File: config.mk
export PLATFORM = sky130hd
export DESIGN_NAME = fpas_unit
export DESIGN_NICKNAME = d
export VERILOG_FILES = /design/src/rtl/fpas_pkg.sv /design/src/rtl/fpas_exp_cmp.sv /design/src/rtl/fpas_mant_alu.sv /design/src/rtl/fpas_ctrl.sv /design/src/rtl/fpas_unit.sv
export SDC_FILE = /design/constraint.sdc
export NUM_CORES = 1
export LEC_CHECK = 0
export ABC_CLOCK_PERIOD_IN_PS = 1850
export BUFFER_PORTS_ARGS = -buffer_cell sky130_fd_sc_hd__buf_2
export CORE_ASPECT_RATIO = 1.75
export CORE_MARGIN = 1
export CORE_UTILIZATION = 48
export CTS_BUF_LIST = sky130_fd_sc_hd__clkbuf_2 sky130_fd_sc_hd__clkbuf_4 sky130_fd_sc_hd__clkbuf_8
export DETAILED_ROUTE_END_ITERATION = 12
export PLACE_DENSITY = 0.71
export SETUP_SLACK_MARGIN = 0.15
export SLEW_MARGIN = 15
export SYNTH_ARGS = -nofsm -noshare
export SYNTH_HDL_FRONTEND = slang
export SYNTH_SLANG_ARGS = --single-unit
File: constraint.sdc
create_clock -name clk -period 1.85 [get_ports clk]
set_clock_uncertainty 0.2 [all_clocks]
set_input_delay 0.0925 -clock clk [delete_from_list [all_inputs] [get_ports clk]]
set_output_delay 0.0925 -clock clk [all_outputs]
set_load 0.01 [all_outputs]
File: src/rtl/fpas_pkg.sv
package fpas_pkg;
  typedef enum logic [2:0] {
    S_IDLE  = 3'd0,
    S_CHECK = 3'd1,
    S_ALIGN = 3'd2,
    S_ADD   = 3'd3,
    S_NORM  = 3'd4,
    S_DONE  = 3'd5
  } state_e;
endpackage

File: src/rtl/fpas_exp_cmp.sv
module fpas_exp_cmp #(
  parameter int EXP_W = 6
) (
  input  logic [EXP_W-1:0] exp_x,
  input  logic [EXP_W-1:0] exp_y,
  output logic             x_lt_y,
  output logic             x_gt_y
);
  always_comb begin
    x_lt_y = (exp_x < exp_y);
    x_gt_y = (exp_x > exp_y);
  end
endmodule

File: src/rtl/fpas_mant_alu.sv
module fpas_mant_alu #(
  parameter int MANT_W = 8
) (
  input  logic              x_sign,
  input  logic [MANT_W-1:0] x_mant,
  input  logic              y_sign,
  input  logic [MANT_W-1:0] y_mant,
  output logic              out_sign,
  output logic [MANT_W-1:0] out_mant,
  output logic              exp_inc
);
  localparam logic [MANT_W:0]   ONE_W = {{MANT_W{1'b0}}, 1'b1};
  localparam logic [MANT_W-1:0] ONE_M = {{(MANT_W-1){1'b0}}, 1'b1};

  logic           same_sign;
  logic [MANT_W:0] add_w;
  logic [MANT_W:0] sub_w;

  always_comb begin
    same_sign = (x_sign == y_sign);
    add_w     = {1'b0, x_mant} + {1'b0, y_mant};
    sub_w     = {1'b0, x_mant} + {1'b0, ~y_mant} + ONE_W;
    out_sign  = x_sign;
    out_mant  = x_mant;
    exp_inc   = 1'b0;
    if (same_sign) begin
      if (add_w[MANT_W]) begin
        out_mant = add_w[MANT_W:1];
        exp_inc  = 1'b1;
      end else begin
        out_mant = add_w[MANT_W-1:0];
      end
    end else begin
      if (sub_w[MANT_W]) begin
        out_mant = sub_w[MANT_W-1:0];
      end else begin
        out_mant = (~sub_w[MANT_W-1:0]) + ONE_M;
        out_sign = ~x_sign;
      end
    end
  end
endmodule

File: src/rtl/fpas_ctrl.sv
module fpas_ctrl
  import fpas_pkg::*;
(
  input  logic   clk,
  input  logic   rst_n,
  input  logic   start,
  input  logic   x_zero,
  input  logic   y_zero,
  input  logic   x_lt_y,
  input  logic   x_gt_y,
  input  logic   acc_zero,
  input  logic   acc_msb,
  output state_e state_q
);
  state_e state_d;

  always_comb begin
    state_d = state_q;
    unique case (state_q)
      S_IDLE:  if (start) state_d = S_CHECK;
      S_CHECK: state_d = (x_zero || y_zero) ? S_DONE : S_ALIGN;
      S_ALIGN: if (!x_lt_y && !x_gt_y) state_d = S_ADD;
      S_ADD:   state_d = S_NORM;
      S_NORM:  if (acc_zero || acc_msb) state_d = S_DONE;
      S_DONE:  state_d = S_IDLE;
      default: state_d = S_IDLE;
    endcase
  end

  always_ff @(posedge clk or negedge rst_n) begin
    if (!rst_n) state_q <= S_IDLE;
    else        state_q <= state_d;
  end
endmodule

File: src/rtl/fpas_unit.sv
module fpas_unit
  import fpas_pkg::*;
#(
  parameter int MANT_W = 8,
  parameter int EXP_W  = 6
) (
  input  logic              clk,
  input  logic              rst_n,
  input  logic              start,
  input  logic              sub_op,
  input  logic              a_sign,
  input  logic [MANT_W-1:0] a_mant,
  input  logic [EXP_W-1:0]  a_exp,
  input  logic              b_sign,
  input  logic [MANT_W-1:0] b_mant,
  input  logic [EXP_W-1:0]  b_exp,
  output logic              busy,
  output logic              done,
  output logic              res_sign,
  output logic [MANT_W-1:0] res_mant,
  output logic [EXP_W-1:0]  res_exp,
  output logic              exp_wrap
);
  localparam logic [EXP_W-1:0] EXP_ONE = {{(EXP_W-1){1'b0}}, 1'b1};
  localparam logic [EXP_W-1:0] EXP_MAX = {EXP_W{1'b1}};

  // reset synchronizer: assert asynchronously, release on clock
  logic rst_meta_q, rst_sync_n;
  always_ff @(posedge clk or negedge rst_n) begin
    if (!rst_n) begin
      rst_meta_q <= 1'b0;
      rst_sync_n <= 1'b0;
    end else begin
      rst_meta_q <= 1'b1;
      rst_sync_n <= rst_meta_q;
    end
  end

  state_e state_q;

  // working registers: X accumulates the result, Y is the other operand
  logic              xs_q, xs_d, ys_q, ys_d;
  logic [MANT_W-1:0] xm_q, xm_d, ym_q, ym_d;
  logic [EXP_W-1:0]  xe_q, xe_d, ye_q, ye_d;
  logic              wrap_q, wrap_d;
  logic              x_en, y_en;

  logic x_lt_y, x_gt_y;
  logic alu_sign, alu_inc;
  logic [MANT_W-1:0] alu_mant;
  logic x_zero, y_zero;

  assign x_zero = (xm_q == '0);
  assign y_zero = (ym_q == '0);

  fpas_exp_cmp #(.EXP_W(EXP_W)) u_cmp (
    .exp_x (xe_q),
    .exp_y (ye_q),
    .x_lt_y(x_lt_y),
    .x_gt_y(x_gt_y)
  );

  fpas_mant_alu #(.MANT_W(MANT_W)) u_alu (
    .x_sign  (xs_q),
    .x_mant  (xm_q),
    .y_sign  (ys_q),
    .y_mant  (ym_q),
    .out_sign(alu_sign),
    .out_mant(alu_mant),
    .exp_inc (alu_inc)
  );

  fpas_ctrl u_ctrl (
    .clk     (clk),
    .rst_n   (rst_sync_n),
    .start   (start),
    .x_zero  (x_zero),
    .y_zero  (y_zero),
    .x_lt_y  (x_lt_y),
    .x_gt_y  (x_gt_y),
    .acc_zero(x_zero),
    .acc_msb (xm_q[MANT_W-1]),
    .state_q (state_q)
  );

  // next-state datapath
  always_comb begin
    xs_d = xs_q; xm_d = xm_q; xe_d = xe_q;
    ys_d = ys_q; ym_d = ym_q; ye_d = ye_q;
    wrap_d = wrap_q;
    x_en = 1'b0;
    y_en = 1'b0;
    unique case (state_q)
      S_IDLE: begin
        if (start) begin
          x_en = 1'b1; y_en = 1'b1;
          xs_d = a_sign; xm_d = a_mant; xe_d = a_exp;
          ys_d = b_sign ^ sub_op; ym_d = b_mant; ye_d = b_exp;
          wrap_d = 1'b0;
        end
      end
      S_CHECK: begin
        if (x_zero && !y_zero) begin
          x_en = 1'b1;
          xs_d = ys_q; xm_d = ym_q; xe_d = ye_q;
        end
      end
      S_ALIGN: begin
        if (x_lt_y) begin
          x_en = 1'b1;
          xm_d = xm_q >> 1;
          xe_d = xe_q + EXP_ONE;
        end else if (x_gt_y) begin
          y_en = 1'b1;
          ym_d = ym_q >> 1;
          ye_d = ye_q + EXP_ONE;
        end
      end
      S_ADD: begin
        x_en = 1'b1;
        xs_d = alu_sign;
        xm_d = alu_mant;
        if (alu_inc) begin
          xe_d = xe_q + EXP_ONE;
          if (xe_q == EXP_MAX) wrap_d = 1'b1;
        end
      end
      S_NORM: begin
        if (x_zero) begin
          x_en = 1'b1;
          xs_d = 1'b0; xe_d = '0;
        end else if (!xm_q[MANT_W-1]) begin
          x_en = 1'b1;
          xm_d = xm_q << 1;
          xe_d = xe_q - EXP_ONE;
          if (xe_q == '0) wrap_d = 1'b1;
        end
      end
      default: ;
    endcase
  end

  // registers with explicit enables
  always_ff @(posedge clk or negedge rst_sync_n) begin
    if (!rst_sync_n) begin
      xs_q <= 1'b0; xm_q <= '0; xe_q <= '0;
      ys_q <= 1'b0; ym_q <= '0; ye_q <= '0;
      wrap_q <= 1'b0;
    end else begin
      if (x_en) begin
        xs_q <= xs_d; xm_q <= xm_d; xe_q <= xe_d;
      end
      if (y_en) begin
        ys_q <= ys_d; ym_q <= ym_d; ye_q <= ye_d;
      end
      wrap_q <= wrap_d;
    end
  end

  assign busy     = (state_q != S_IDLE);
  assign done     = (state_q == S_DONE);
  assign res_sign = xs_q;
  assign res_mant = xm_q;
  assign res_exp  = xe_q;
  assign exp_wrap = wrap_q;
endmodule

==> impl_metrics.ini, run 1 <==
[floorplanning]
core_sq_um = 7570
ioPinCount = 52
die_area_sq_um = 8190
start_util_pct = 49.6
die-height_um = 119
rows = 42
die_w_um = 68.8

[yosys]
ys_warn_count = 0
ys_types = 75
synthArstFlopShare_pct = 100
synth-edff-count = 0
synth_top_flop_cell = dfrtp_1
synth_area_sq_um = 3750
avgSynthCellArea_sq_um = 7.85
synth-seq-cells = 36
yosysSeqAreaShare_pct = 24.0
syn_nets = 541
synthCells = 478

[timing]
rsz0062_at_grt = true
slew-limit-headroom_pct = 51.5
fmax_ghz = 0.325
holdWs_ns = 0.000515
setup_violations = 33
final.period_utilization_pct = 166
final.setup.worst_slack_ns = -1.22
worst_slew_pin_slew_ns = 0.724
slew_viol_final = 0
hold_viol = 0
period_minus_slack_ns = 3.07

[clock_network]
cts_buffer_depth = 2
numCtsBuffers = 5
cts_num_sinks = 36
h-tree-depth = 2
clock-root-buffer = clkbuf_8
tritoncts = built
clkTransAtPathRegs_ns = 0.08
worst_skew_pair.late_latency_ns = 0.32

[global_routing]
grt_max_degree = 35
globalRoute.totalOverflow = 0
antenna_found_initial = 1
grtUsageTotal_pct = 48.5
grt_pass1_vias = 5416
grt_pass1_wl_um = 28800

[worst_setup_path]
setup.worst_path.start_class = flip-flop
path_common_cell = buf_4
crit_type = flip-flop to flip-flop
crit_path_top_delay_cell = a221oi_2
cp.required_ns = 1.85
crit_chain = buf_6, ha_4, inv_2, fa_1, inv_2, buf_4, buf_4, buf_4, nand3_2, nand2_1, xnor2_1, a221oi_2, buf_4, o31ai_1
cp_max_fo = 3
slowest_delay_ns = 0.53
end_kind = flip-flop
cp.arrival_ns = 3.07

[place]
dp.cells = 750
pre_cts_ws_ns = -1.06
place.gp.congestion = 0.946
hpwl_um = 11500
numPortBuffers = 51

[route]
wl_per_cell_um = 24.1
drt_first_pass_iters = 5
dr_total_vias = 5369
drc_errors = 0
vias_per_cell = 6.69
drt-initial-drc-count = 901
drt-total-wl_um = 19300
postRouteAntennaNets = 0

[cells_and_area]
syn_to_final_growth_pct = 67.9
fin_nets = 776
multi_input_area_sq_um = 3120
seq_area_sq_um = 910
fillers = 403
final_cell_mix = buf_4, buf_2, nand2_1, nor2_1, a21oi_1
final_cells = 803
final_common_cell = buf_4
finish.utilization_pct = 83.3
drive_gt1_share_pct = 49.4

[hold_path]
min_path_type = input port to flip-flop

[status]
violations = negative setup slack
status = complete, but fails checks

[flow_run]
cap_viol_max_count = 0
==> layout make-up <==
class	instances	area share, %
Inverter	30	2.03
Sequential cell	36	14.4
Multi-Input combinational cell	387	49.5
Antenna cell	1	0.0397
Timing Repair Buffer	253	30.5
Clock inverter	2	0.556
Tap cell	88	1.75
Clock buffer	6	1.21
==> stage by stage <==
| stage | setup TNS (ns) | cell area, sq um |
|---|---|---|
| 2_1_floorplan | -14.21 | 3860 |
| 3_3_place_gp | -18.02 | 5280 |
| 3_5_place_dp | -19.15 | 5280 |
| 4_1_cts | -17.65 | 6100 |
| 5_1_grt | -27.63 | 6300 |
| 6_report | -21.17 | 6300 |
==> critical path: cells and delay by family, from the launching register on <==
family                     cells  cell delay, ns
DFF                            1            0.41
xor gates and xnor gates       1            0.15
AOI/OAI and AO/OA              2            0.61
adders and majority gates      2            0.62
and+or+nand+nor                2            0.18
buffers and inverters          7            0.80
==> sequential cells by signal, indices dropped and copies added (netlist names) <==
signal and cells:
ym_q 8, res_sign 1, ys_q 1, rst_meta_q 1
res_mant 8, res_exp 6, ye_q 6, u_ctrl.state_q 3
rst_sync_n 1, exp_wrap 1
==> synthesized netlist by cell type (2+ instances only) <==
cell        n  share of area [%]
nor2_1     46                4.6
nand2_1    44                4.4
a21oi_1    41                5.5
dfrtp_1    36                 24
o21ai_0    34                4.5
inv_1      29                2.9
ha_1       27                9.0
xnor2_1    14                3.3
mux2i_1    12                3.2
nand3_1    12                1.6
clkbuf_1   11                1.1
nor3_1     11                1.5
nor2b_1     9                1.5
a31oi_1     8                1.3
buf_2       8                1.1
xor2_1      8                1.9
nand2b_1    7                1.2
o22ai_1     7                1.2
o31ai_1     7                1.4
a21o_1      6                1.2
a221oi_1    6                1.4
and3_1      6                1.0
o211ai_1    5                1.0
a22oi_1     4               0.80
nor4_1      4               0.67
buf_6       3               0.90
mux2_2      3               0.90
nand3b_1    3               0.60
nand4b_1    3               0.70
o21ai_1     3               0.40
o221ai_1    3               0.70
o31a_1      3               0.70
or3_1       3               0.50
a2111oi_0   2               0.47
a211oi_1    2               0.40
and2_1      2               0.33
buf_1       2               0.20
buf_4       2               0.40
fa_1        2                1.1
nand4_1     2               0.33
o21bai_1    2               0.40
or2_2       2               0.33
or3b_2      2               0.47
==> kinds of logic (layout without fill, tap and decap cells) <==
group,Yosys count,count (layout),share of synthesized area (%)
XOR/XNOR,22,22,5.13
flip-flops,36,36,24.0
buffers and inverters,56,291,6.67
other,1,2,0.0999
AND/OR/NAND/NOR,165,165,22.3
multiplexers,16,16,4.50
AO/OA/AOI/OAI,153,154,27.3
adder cells (fa/ha/maj),29,29,10.1
==> routing by layer <==
layer | vias to the layer above | wire length [um] | track usage [%]
met3 | 242 | 2140 | 17.6
met5 | - | 0 | 0
met4 | 0 | 2480 | 44.4
li1 | 2196 | - | -
met2 | 489 | 9010 | 74.0
met1 | 2442 | 5710 | 48.5
==> what timing repair did <==
action                     4_1_cts  5_1_grt
setup buffers                   11        5
gates resized for setup         83       38
hold endpoints to repair        25        0
pin swaps                       29       20
setup endpoints to repair       34       36
cloned                           2        0
hold buffers                    26        0
==> path summary, 6_finish.rpt <==
kind	from	to	slack [ns]	cells past startpoint
setup / recovery	ym_q[0]$_DFFE_PN0P_	res_mant[3]$_DFFE_PN0P_	-1.22	14
hold / removal	b_exp[2]	ye_q[2]$_DFFE_PN0P_	0.0005	3
setup reg to reg	ym_q[0]$_DFFE_PN0P_	res_mant[3]$_DFFE_PN0P_	-1.22	14
hold reg to reg	rst_sync_n$_DFF_PN0_	res_mant[7]$_DFFE_PN0P_	0.10	1
max in group asynchronous	rst_n	rst_meta_q$_DFF_PN0_	0.88	3
min in group asynchronous	rst_sync_n$_DFF_PN0_	res_mant[7]$_DFFE_PN0P_	0.10	1
Power of run 1 is left out: the tool's default activity adds up to more than one toggle a clock period on the data nets, which glitch-free logic cannot reach.
==> run 2: changes to the inputs <==
--- a/config.mk
+++ b/config.mk
@@ -9,10 +9,10 @@
 export BUFFER_PORTS_ARGS = -buffer_cell sky130_fd_sc_hd__buf_2
 export CORE_ASPECT_RATIO = 1.75
 export CORE_MARGIN = 1
-export CORE_UTILIZATION = 48
+export CORE_UTILIZATION = 41
 export CTS_BUF_LIST = sky130_fd_sc_hd__clkbuf_2 sky130_fd_sc_hd__clkbuf_4 sky130_fd_sc_hd__clkbuf_8
 export DETAILED_ROUTE_END_ITERATION = 12
-export PLACE_DENSITY = 0.71
+export PLACE_DENSITY = 0.62
 export SETUP_SLACK_MARGIN = 0.15
 export SLEW_MARGIN = 15
 export SYNTH_ARGS = -nofsm -noshare
==> impl_metrics.ini, run 2 (same netlist as run 1, synthesis figures left out) <==
[timing]
final.setup.worst_slack_ns = -1.01
fmax_ghz = 0.350
slew_viol_final = 0
rsz0062_at_grt = true
final.period_utilization_pct = 155
period_minus_slack_ns = 2.86
hold_viol = 0
worst_slew_pin_slew_ns = 0.534
setup_violations = 33
tns_ns = -19.42
slew-limit-headroom_pct = 64.3

[floorplanning]
ioPinCount = 52
die_w_um = 74.3
die_area_sq_um = 9560
start_util_pct = 42.7
die-height_um = 129
rows = 45
core_sq_um = 8780

[worst_setup_path]
end_kind = flip-flop
reg2reg_from = ym_q[5]$_DFFE_PN0P_
cp_max_fo = 11
setup.worst_path.start_class = flip-flop
crit_path_start = ym_q[5]$_DFFE_PN0P_
crit_type = flip-flop to flip-flop
timing.rr.end = res_mant[6]$_DFFE_PN0P_
cp.required_ns = 1.83
r2r_cells = 10
rrSetupSlack_ns = -1.01
cp.arrival_ns = 2.84

[global_routing]
globalRoute.totalOverflow = 0
grtUsageTotal_pct = 36.7
antenna_found_initial = 0
grt_pass1_vias = 5150
grt_max_degree = 35
grt_pass1_wl_um = 25900

[clock_network]
clock-root-buffer = clkbuf_8
cts_buffer_depth = 2
h-tree-depth = 2
clkTransAtPathRegs_ns = 0.09
worst_skew_pair.late_latency_ns = 0.31
tritoncts = built
cts_num_sinks = 36
numCtsBuffers = 5

[hold_path]
min_path_type = input port to flip-flop
hold_start = b_exp[2]
min_path_cells = 3
hold_end = ye_q[2]$_DFFE_PN0P_

[route]
drt-total-wl_um = 18200
wl_per_cell_um = 21.9
postRouteAntennaNets = 0
drt-initial-drc-count = 305
dr_total_vias = 5038
drt_first_pass_iters = 5
vias_per_cell = 6.06
drc_errors = 0

[place]
pre_cts_ws_ns = -1.08
hpwl_um = 11800
place.gp.congestion = 0.977
numPortBuffers = 51
place_area_sq_um = 5270

[flow_run]
cap_viol_max_count = 0

[cells_and_area]
syn_to_final_growth_pct = 75.2
final_cell_mix = buf_4, buf_2, nand2_1, nor2_1, a21oi_1
fillers = 642
n_antenna_cell = 0
finish.utilization_pct = 74.9
fin_nets = 776
drive_gt1_share_pct = 51.3
final_common_cell = buf_4
final_area_sq_um = 6580

[status]
violations = negative setup slack
status = complete, but fails checks
run 2: how the worst max path moves through the flow:
stage                              end  cells after the start
6_report       res_mant[6]$_DFFE_PN0P_                     10
5_1_grt        res_mant[6]$_DFFE_PN0P_                     13
4_1_cts        res_mant[0]$_DFFE_PN0P_                     10
3_5_place_dp   res_mant[3]$_DFFE_PN0P_                     10
3_3_place_gp   res_mant[3]$_DFFE_PN0P_                     10
2_1_floorplan  res_mant[4]$_DFFE_PN0P_                     12
run 2: cell type report:
type | instances | area [sq um] | area share (%)
clock buffer | 5 | 68.8 | 1.05
clock inverter | 3 | 42.5 | 0.647
inverter | 30 | 128 | 1.94
multi-input combinational | 386 | 3200 | 48.7
sequential | 36 | 912 | 13.9
tap | 117 | 146 | 2.23
timing repair buffer | 254 | 2080 | 31.6
run 2: layer usage:
layer,global-route usage [%],routed length (um)
met1,35.1,5910
met3,5.87,1150
met4,32.0,1760
met5,0,0
met2,65.2,9350
run 2: through the flow:
step	hold slack, ns	instances
4_1_cts	0.00564	826
3_5_place_dp	-0.320	772
5_1_grt	0.0400	831
6_report	0.00269	831
2_1_floorplan	-0.403	478
3_3_place_gp	-0.322	772
run 2: timing repair:
action	CTS	global route
setup endpoints to repair	35	36
hold endpoints to repair	22	0
pin swaps	31	17
resized for setup	107	51
hold buffers	23	0
cloned	3	0
setup buffers	20	5
run 2: critical path, cell delays in order (launching register included):
cell and delay (ns):
dfrtp_2 0.48, inv_1 0.10, ha_1 0.29, buf_4 0.17, or2_2 0.34, a2111oi_1 0.49, a311oi_1 0.16, nand2_1 0.12
o31ai_2 0.06, a21oi_1 0.17, a41oi_2 0.13
Power of run 2 is left out for the same reason.
==> run 3: changes to the inputs <==
--- a/config.mk
+++ b/config.mk
@@ -5,14 +5,14 @@
 export SDC_FILE = /design/constraint.sdc
 export NUM_CORES = 1
 export LEC_CHECK = 0
-export ABC_CLOCK_PERIOD_IN_PS = 1850
+export ABC_CLOCK_PERIOD_IN_PS = 2600
 export BUFFER_PORTS_ARGS = -buffer_cell sky130_fd_sc_hd__buf_2
 export CORE_ASPECT_RATIO = 1.75
 export CORE_MARGIN = 1
 export CORE_UTILIZATION = 41
 export CTS_BUF_LIST = sky130_fd_sc_hd__clkbuf_2 sky130_fd_sc_hd__clkbuf_4 sky130_fd_sc_hd__clkbuf_8
 export DETAILED_ROUTE_END_ITERATION = 12
-export PLACE_DENSITY = 0.62
+export PLACE_DENSITY = 0.65
 export SETUP_SLACK_MARGIN = 0.15
 export SLEW_MARGIN = 15
 export SYNTH_ARGS = -nofsm -noshare
==> constraint.sdc (replaced) <==
create_clock -name clk -period 2.6 [get_ports clk]
set_clock_uncertainty 0.2 [all_clocks]
set_input_delay 0.13 -clock clk [delete_from_list [all_inputs] [get_ports clk]]
set_output_delay 0.13 -clock clk [all_outputs]
set_load 0.01 [all_outputs]
==> impl_metrics.ini, run 3 (same netlist as run 1, synthesis figures left out) <==
[status]
status = complete, but fails checks
violations = negative hold slack, negative setup slack

[global_routing]
globalRoute.totalOverflow = 0
antenna_found_initial = 0
grt_pass1_wl_um = 22000
grt_pass1_vias = 4493
grt_max_degree = 25
grtUsageTotal_pct = 30.7

[timing]
setup_violations = 15
tns_ns = -2.40
fmax_ghz = 0.353
worst_slew_pin_slew_ns = 0.540
slew-limit-headroom_pct = 63.9
hold_viol = 7
final.setup.worst_slack_ns = -0.230
rsz0062_at_grt = true
period_minus_slack_ns = 2.83
holdWs_ns = -0.00711
slew_viol_final = 0
final.period_utilization_pct = 109

[worst_setup_path]
cp_max_fo = 3
slowest_delay_ns = 0.40
rrSetupSlack_ns = -0.23
crit_chain = ha_2, inv_2, fa_2, or2_4, buf_4, a2111oi_2, a311oi_1, buf_4, nand2_1, o31ai_4, a21oi_1, a41oi_2
path_common_cell = buf_4
end_kind = flip-flop
setup.worst_path.start_class = flip-flop
crit_type = flip-flop to flip-flop
cp.arrival_ns = 2.81
cp.required_ns = 2.58
crit_path_top_delay_cell = dfrtp_1

[place]
pre_cts_ws_ns = -0.411
dp.cells = 716
place.gp.congestion = 0.946
numPortBuffers = 51
hpwl_um = 10800

[hold_path]
min_path_type = flip-flop to asynchronous set/reset pin

[cells_and_area]
final_common_cell = buf_4
drive_gt1_share_pct = 37.0
n_antenna_cell = 0
fillers = 787
finish.utilization_pct = 61.8
final_cells = 757
syn_to_final_growth_pct = 44.6
final_cell_mix = buf_4, buf_2, nor2_1, nand2_1, a21oi_1
fin_nets = 702

[clock_network]
h-tree-depth = 2
worst_skew_pair.late_latency_ns = 0.31
numCtsBuffers = 5
clock-root-buffer = clkbuf_8
cts_num_sinks = 36
clkTransAtPathRegs_ns = 0.08
cts_buffer_depth = 2
tritoncts = built

[floorplanning]
die-height_um = 129
ioPinCount = 52
rows = 45
die_area_sq_um = 9560
core_sq_um = 8780
start_util_pct = 42.7
die_w_um = 74.3

[route]
drt_first_pass_iters = 5
drc_errors = 0
vias_per_cell = 5.80
postRouteAntennaNets = 0
dr_total_vias = 4390
drt-initial-drc-count = 252
wl_per_cell_um = 18.9
drt-total-wl_um = 14300

[flow_run]
cap_viol_max_count = 0
[run 3: cell count changes in the layout (fill, tap and decap cells not counted), sizes merged]
| cell | delta |
|---|---|
| bufinv | -1 |
| clkinv | +2 |
| buf | -73 |
| clkinvlp | -1 |
| dlygate4sd3 | -1 |
[run 3: final timing paths]
kind,start,endpoint,cells past startpoint
min,rst_sync_n$_DFF_PN0_,ye_q[5]$_DFFE_PN0P_,0
max reg2reg,ym_q[0]$_DFFE_PN0P_,res_mant[6]$_DFFE_PN0P_,12
min reg2reg,rst_sync_n$_DFF_PN0_,ye_q[5]$_DFFE_PN0P_,0
max,ym_q[0]$_DFFE_PN0P_,res_mant[6]$_DFFE_PN0P_,12
min in group clk,b_exp[3],ye_q[3]$_DFFE_PN0P_,3
max in group asynchronous,rst_sync_n$_DFF_PN0_,res_mant[0]$_DFFE_PN0P_,1
[run 3: metal layers]
layer,vias to the layer above,share of wire [%],global-route usage (%)
met2,204,52,53.6
met1,2055,34,30.9
li1,2047,-,-
met3,84,4.4,3.99
met4,0,9.5,26.7
met5,-,0,0
[run 3: area by class of cell]
type                    count  area [sq um]  area share (%)
multi-input cells         386          2870            52.8
repair buffers            180          1310            24.1
flip-flops and latches     36           906            16.7
well taps                 117           146            2.70
inverters                  30           113            2.08
clock buffers               5          68.8            1.27
clock inverters             3          18.8           0.346
[run 3: repair_timing]
action	CTS	global route
pin swaps	15	23
hold endpoints to repair	21	0
hold buffers	22	0
setup buffers	5	6
setup endpoints to repair	16	29
gates resized for setup	29	26
[run 3: critical path: cells and delay by family (launching register included)]
family,cells,cell delay [ns]
buf+inv,3,0.35
compound gates,5,0.86
simple gates,2,0.35
fa+ha+maj,2,0.55
flops,1,0.40
[run 3: through the flow]
stage / hold WS (ns) / instance area (sq um)
3_3_place_gp: -0.285 / 4790
3_5_place_dp: -0.283 / 4790
4_1_cts: 0.00574 / 5270
5_1_grt: 0.0297 / 5430
2_1_floorplan: -0.366 / 3790
6_report: -0.00711 / 5430
Power of run 3 is left out for the same reason.
